`src/rtl/strap_sel_pkg.sv`:
```
package strap_sel_pkg;
  typedef struct packed {
    logic capture;
    logic padOe;
  } strapCtl_t;
endpackage

```
`src/rtl/strap_ctrl.sv`:
```
module strap_ctrl
  import strap_sel_pkg::*;
#(
  parameter int SETTLE = 2
) (
  input  logic      clk,
  input  logic      rstN,
  output strapCtl_t ctl
);
  localparam int CW = $clog2(SETTLE + 1);
  localparam logic [CW-1:0] LAST = CW'(SETTLE);

  logic [CW-1:0] cnt;

  always_ff @(posedge clk or negedge rstN) begin
    if (!rstN) cnt <= '0;
    else if (cnt != LAST) cnt <= cnt + 1'b1;
  end

  assign ctl.capture = (cnt == '0);
  assign ctl.padOe   = (cnt == LAST);


  oe_sticky_chk: assert property (@(posedge clk) disable iff (!rstN)
    ctl.padOe |=> ctl.padOe);


  oe_delay_chk: assert property (@(posedge clk) disable iff (!rstN)
    $rose(ctl.padOe) |-> $past(rstN));


  cap_once_chk: assert property (@(posedge clk) disable iff (!rstN)
    ctl.capture |=> !ctl.capture);
endmodule

```
`src/rtl/strap_dp.sv`:
```
module strap_dp
  import strap_sel_pkg::*;
#(
  parameter int STRAP_W = 3,
  parameter int CODE_W  = 4,
  parameter int REG_W   = 8,
  parameter int SRC_POS = 7,
  parameter int SSA_POS = 6,
  parameter int SSB_POS = 4
) (
  input  logic               clk,
  input  logic               rstN,
  input  strapCtl_t          ctl,
  input  logic [STRAP_W-1:0] strapPins,
  input  logic [REG_W-1:0]   cfgByte,
  input  logic               srcSpreadEn,
  output logic [CODE_W-1:0]  activeCode,
  output logic               freqHiZ,
  output logic               freqTest,
  output logic               spreadOn,
  output logic [REG_W-1:0]   cfgReadBack
);
  localparam int PAD_W = CODE_W - STRAP_W;

  logic [STRAP_W-1:0] strapQ;
  logic [CODE_W-1:0]  strapCode;

  always_ff @(posedge clk or negedge rstN) begin
    if (!rstN) strapQ <= '0;
    else if (ctl.capture) strapQ <= strapPins;
  end

  assign strapCode   = {{PAD_W{1'b0}}, strapQ};
  assign activeCode  = cfgByte[SRC_POS] ? cfgByte[CODE_W-1:0] : strapCode;
  assign freqHiZ     = (activeCode == CODE_W'(0));
  assign freqTest    = (activeCode == CODE_W'(1));
  assign spreadOn    = cfgByte[SSA_POS] & cfgByte[SSB_POS] & srcSpreadEn;
  assign cfgReadBack = {cfgByte[REG_W-1:STRAP_W], strapQ};


  strap_hold_chk: assert property (@(posedge clk) disable iff (!rstN)
    !ctl.capture |=> $stable(strapQ));


  cap_before_oe_chk: assert property (@(posedge clk) disable iff (!rstN)
    ctl.padOe |-> !ctl.capture);


  code_class_chk: assert property (@(posedge clk) disable iff (!rstN)
    $onehot0({freqHiZ, freqTest}));
endmodule

```
`src/rtl/strap_sel_top.sv`:
```
module strap_sel_top
  import strap_sel_pkg::*;
#(
  parameter int STRAP_W = 3,
  parameter int CODE_W  = 4,
  parameter int REG_W   = 8,
  parameter int SETTLE  = 2,
  parameter int SRC_POS = 7,
  parameter int SSA_POS = 6,
  parameter int SSB_POS = 4
) (
  input  logic               clk,
  input  logic               rstN,
  input  logic [STRAP_W-1:0] strapPins,
  input  logic [REG_W-1:0]   cfgByte,
  input  logic               srcSpreadEn,
  output logic               padOe,
  output logic [CODE_W-1:0]  activeCode,
  output logic               freqHiZ,
  output logic               freqTest,
  output logic               spreadOn,
  output logic [REG_W-1:0]   cfgReadBack
);
  strapCtl_t ctl;

  strap_ctrl #(.SETTLE(SETTLE)) ctrl_i (
    .clk (clk),
    .rstN(rstN),
    .ctl (ctl)
  );

  strap_dp #(
    .STRAP_W(STRAP_W), .CODE_W(CODE_W), .REG_W(REG_W),
    .SRC_POS(SRC_POS), .SSA_POS(SSA_POS), .SSB_POS(SSB_POS)
  ) dp_i (
    .clk        (clk),
    .rstN       (rstN),
    .ctl        (ctl),
    .strapPins  (strapPins),
    .cfgByte    (cfgByte),
    .srcSpreadEn(srcSpreadEn),
    .activeCode (activeCode),
    .freqHiZ    (freqHiZ),
    .freqTest   (freqTest),
    .spreadOn   (spreadOn),
    .cfgReadBack(cfgReadBack)
  );

  assign padOe = ctl.padOe;


  oe_reset_chk: assert property (@(posedge clk) disable iff (!rstN)
    padOe |-> $past(rstN));
endmodule

```
`config.mk`:
```
export PLATFORM = sky130hd
export DESIGN_NAME = strap_sel_top
export DESIGN_NICKNAME = d
export VERILOG_FILES = /design/src/rtl/strap_sel_pkg.sv /design/src/rtl/strap_ctrl.sv /design/src/rtl/strap_dp.sv /design/src/rtl/strap_sel_top.sv
export SDC_FILE = /design/constraint.sdc
export NUM_CORES = 1
export LEC_CHECK = 0
export ABC_AREA = 1
export BUFFER_PORTS_ARGS = -buffer_cell sky130_fd_sc_hd__buf_2
export CORE_AREA = 5 5 42 44
export DETAILED_ROUTE_END_ITERATION = 7
export DIE_AREA = 0 0 47 49
export GPL_TIMING_DRIVEN = 0
export PLACE_DENSITY = 0.69
export SYNTH_ARGS = -nofsm -noshare
export SYNTH_HDL_FRONTEND = slang
export SYNTH_SLANG_ARGS = --single-unit
```
`constraint.sdc`:
```
create_clock -name clk -period 1.6 [get_ports clk]
set_input_delay 0.32 -clock clk [delete_from_list [all_inputs] [get_ports clk]]
set_output_delay 0.32 -clock clk [all_outputs]
set_load 0.01 [all_outputs]
```
### Yosys cells after proc, flatten, opt, wreduce, memory -nomap -nowiden

Cells that the tools add are included.

* register bits: 5
* input port bits: 14
* output and inout port bits: 16

* add/sub/neg operators: 1
* equality and inequality tests: 3
* mux-type cells: 1
* bitwise logic cells: 2
* reductions and logical operators: 2

Operator list (count)
* 4-bit by 1-bit equality test with 1-bit output, second input constant: 1
* 4-bit zero test: 1
* 4-bit 2-to-1 mux: 1
* 2-bit by 1-bit adder with 2-bit output, second input constant: 1
* 1-bit bitwise AND: 2
* 2-bit equality test, second input constant: 1
* 2-bit zero test: 1
* 2-bit != test, second input constant: 1

### Longest topological paths before layout

* depth in word-level cells: 2
* mapped depth: 5
* depth with buffers taken out: 5

### Hierarchy

Synthesis repeated with hierarchy kept, for this count alone.

* cells, all modules: 55
* area, all modules: 372.9 µm²

By module, submodules not included
* strap_dp: times used 1, cells an instance 41, area an instance 251.5 µm²
* strap_ctrl: times used 1, cells an instance 14, area an instance 121.4 µm²

### Least setup slack after synthesis

OpenSTA, ideal clock, no wires.

* path kind: reg-to-output
* from: register dp_i.strapQ[1]
* to: output port freqHiZ
* data arrival time: 798 ps
* data required time: 1280 ps
* path slack: 482 ps
* stages on the path, launching flop included: 6
* path buffers: 0
* cells stage by stage: dfrtp_1 -> inv_1 -> nand2_1 -> nand2_1 -> nand2_1 -> nor2_1

* word-level cells in the longest chain between the ends: 2

Ends and longest elaborated chain
* from (decl): line strap_dp.sv:25 `logic [STRAP_W-1:0] strapQ;`
* from (signal assigned): line strap_dp.sv:30 `else if (ctl.capture) strapQ <= strapPins;`
* 4-bit 2-to-1 mux: line strap_dp.sv:34 `assign activeCode = cfgByte[SRC_POS] ? cfgByte[CODE_W-1:0] : strapCode;`
* 4-bit zero test: line strap_dp.sv:35 `assign freqHiZ = (activeCode == CODE_W'(0));`
* to (decl): line strap_sel_top.sv:19 `output logic freqHiZ,`

Every way passes these cells.

### Worst setup path in the final report

* from: register ctrl_i.cnt[0]
* to: output port padOe

* word-level cells in the longest chain between the ends: 1

Ends and longest elaborated chain
* from (decl): line strap_ctrl.sv:13 `logic [CW-1:0] cnt;`
* from (signal assigned): line strap_ctrl.sv:17 `else if (cnt != LAST) cnt <= cnt + 1'b1;`
* 2-bit equality test: line strap_ctrl.sv:21 `assign ctl.padOe = (cnt == LAST);`
* to (decl): line strap_sel_top.sv:17 `output logic padOe,`

Every way passes these cells.

==> flow_summary.json <==
{
  "synth_cell_types": 13,
  "place_ws_ns": 0.3200,
  "crit_fanout": 4,
  "post-route-period-util": 0.8717,
  "layout-drive-gt1-share": 0.4699,
  "end_kind": "primary output",
  "combPwrFrac": 0.239,
  "clkSinkCount": 5,
  "grt_pass1_wl_um": 1276,
  "portBuffers": 28,
  "grt_setup_unrepaired": "no",
  "fp.dieH_um": 49,
  "layout.nets": 100,
  "syn_area_sq_um": 351.6,
  "ys_seq_area_frac": 0.3559,
  "syn_to_final_growth_pct": 55.87,
  "clock_power_share": 0.391,
  "run_status": "complete, no violations",
  "crit_type": "reg2out",
  "grt_max_degree": 8,
  "antenna_found_initial": 0,
  "yosysWarningCount": 0,
  "p_per_area_nw_per_um2": 660.3,
  "grt_overflow": 0,
  "yosysMostFrequentCell": "nand2_1",
  "ys_top_cells_by_count": "nand2_1, inv_1, buf_4, dfrtp_1",
  "hold_ws_ns": 0.3043,
  "cts_root_buffer": "clkbuf_4",
  "finalPower_w": 0.0003618,
  "worst_slew_pin_slew_ns": 0.1556,
  "multi_input_area_sq_um": 151.4,
  "fin_ws_ns": 0.2053,
  "crit_start": "ctrl_i.cnt[0]",
  "die_w_um": 47,
  "cts_tree": "done",
  "ys_seq_elements": 5,
  "crit_chain": "inv_1 -> ha_1 -> buf_2",
  "rrSetupSlack_ns": 0.64,
  "dr.pass1.iters": 4,
  "slew_headroom": 0.8952,
  "cpMaxStageDelayCell": "dfrtp_1",
  "rows": 14,
  "cts_max_level": 1,
  "n_fill_cell": 153,
  "grt_pass1_vias": 344,
  "slowest_delay_ns": 0.38,
  "wirelength_um": 900,
  "finalSetupViolations": 0,
  "grt_use_total": 0.07496,
  "post-route-drc-count": 0,
  "drt-vias-per-instance": 3.879,
  "vias": 384,
  "seqCellArea_sq_um": 125.1,
  "routabilityCongestion": 0.7045,
  "r2r_cells": 4,
  "initial_core_util": 0.2509,
  "cts_buffers": 3,
  "clock.fmax_mhz": 717.0,
  "fin_setup_tns_ns": 0,
  "crit_family": "flip-flops",
  "fin_skew_ns": 0.0008453,
  "crit_arrival_ns": 1.07,
  "dp_cells": 94,
  "yosysTopAreaCellShare": 0.3559,
  "r2r_start": "ctrl_i.cnt[0]",
  "power_frac_seq": 0.369,
  "min_path_type": "in2reg",
  "synth_edf_count": 0,
  "syn_avg_cell_area_sq_um": 7.032,
  "ir_drop_mv": 0.3123,
  "synthesis.nets": 66,
  "cp-start-kind": "register",
  "clkTransAtPathRegs_ns": 0.04,
  "synth_top_area_cell": "dfrtp_1",
  "drt_iter0_markers": 2,
  "synth_cells": 50,
  "dp_hpwl_um": 787.7,
  "final_antenna_net_count": 0,
  "dieArea_sq_um": 2303,
  "ys_async_sr_fraction": 1.000,
  "rr_endpoint": "ctrl_i.cnt[1]",
  "crit_buf_inv": 2,
  "p_sw_w": 0.00009471,
  "clkLatencyLatePin_ns": 0.24,
  "crit_cells": 3,
  "synthTopCellsByArea": "dfrtp_1, nand2_1, buf_4, inv_1, ha_1",
  "synth_flop_cell": "dfrtp_1",
  "swShare": 0.2617,
  "power.internal_w": 0.0002671,
  "fp.coreArea_sq_um": 1401,
  "cp-endpoint": "padOe",
  "wl_per_cell_um": 9.091,
  "cts_buffer_depth": 2,
  "max_cap_viol_count": 0,
  "hold_violations": 0,
  "io_pins": 30,
  "instances_no_fill": 99,
  "diodes": 0,
  "p_leak_nw": 0.3466,
  "timing.final.max_slew_violations": 0,
  "period_needed_ns": 1.395,
  "cp.required_ns": 1.28
}
-- worst register-to-register path: stages, from the launching register on --
cell and delay (ns):
dfrtp_1 0.35, inv_1 0.06, ha_1 0.28, nor2_1 0.10, a21oi_1 0.05
-- kinds of logic (layout without fill, tap and decap cells) --
| kind of cell | count (synthesis) | in the layout | synth area share |
|---|---|---|---|
| buffers and inverters | 15 | 48 | 0.2135 |
| DFF | 5 | 5 | 0.3559 |
| AOI/OAI and AO/OA | 4 | 4 | 0.05691 |
| adders and majority gates | 2 | 2 | 0.07116 |
| and+or+nand+nor | 23 | 23 | 0.2776 |
| xor gates and xnor gates | 1 | 1 | 0.02492 |
-- metal layers --
metal | vias to the layer above | GRT usage | routed length [um]
li1 | 207 | - | -
met2 | 26 | 0.1131 | 372
met1 | 151 | 0.09131 | 336
met5 | - | 0 | 0
met4 | 0 | 0.05530 | 0
met3 | 0 | 0.01107 | 191
-- power groups by stage --
stage          registers (W)  logic (W)  clock network (W)
2_1_floorplan       0.000137  0.0000407                  0
3_3_place_gp        0.000135  0.0000844                  0
3_5_place_dp        0.000136  0.0000860                  0
4_1_cts             0.000134  0.0000881           0.000150
5_1_grt             0.000134  0.0000966           0.000155
6_report            0.000134  0.0000866           0.000142
-- cell type report --
class / instances / area share
buffer: 5 / 0.06849
clock buffer: 4 / 0.04795
inverter: 10 / 0.06849
multi-input combinational: 30 / 0.2763
sequential: 5 / 0.2283
tap: 16 / 0.03653
timing repair buffer: 29 / 0.2740
-- layout by cell type, fill, tap and decap left out, types with 2 or more instances in the layout --
cell and instances:
clkbuf_4 3, dfrtp_1 5, buf_4 5, nor2_1 3, nand2_1 17, buf_2 28, inv_1 9, o21ai_0 3
ha_1 2
-- stage by stage --
step,utilization,cell area (sq um)
floorplan,-,351.6
global placement,0.3652,511.7
detailed placement,0.3652,511.7
CTS,0.3911,548.0
global route,0.3911,548.0
finish,0.3911,548.0
-- worst min-delay path by stage --
stage,from,endpoint,slack [ns],cells past startpoint
after global placement,rstN,ctrl_i.cnt[1],0.14,1
after global routing,strapPins[1],dp_i.strapQ[1],0.31,3
final,strapPins[2],dp_i.strapQ[2],0.30,3
after CTS,strapPins[1],dp_i.strapQ[1],0.29,3
after floorplan,rstN,ctrl_i.cnt[0],0.02,0
after detailed placement,rstN,ctrl_i.cnt[1],0.14,1
-- registers in the layout, summed over array words and instances (netlist names) --
name	flops
dp_i.strapQ	3
ctrl_i.cnt	2
-- repair_timing --
action	in CTS	in global routing
buffers inserted	0	0
hold buffers	1	0
endpoints found under the setup margin	0	0
resized for setup	0	0
endpoints found under the hold margin	5	0
Power figures use the tool's default switching activity.
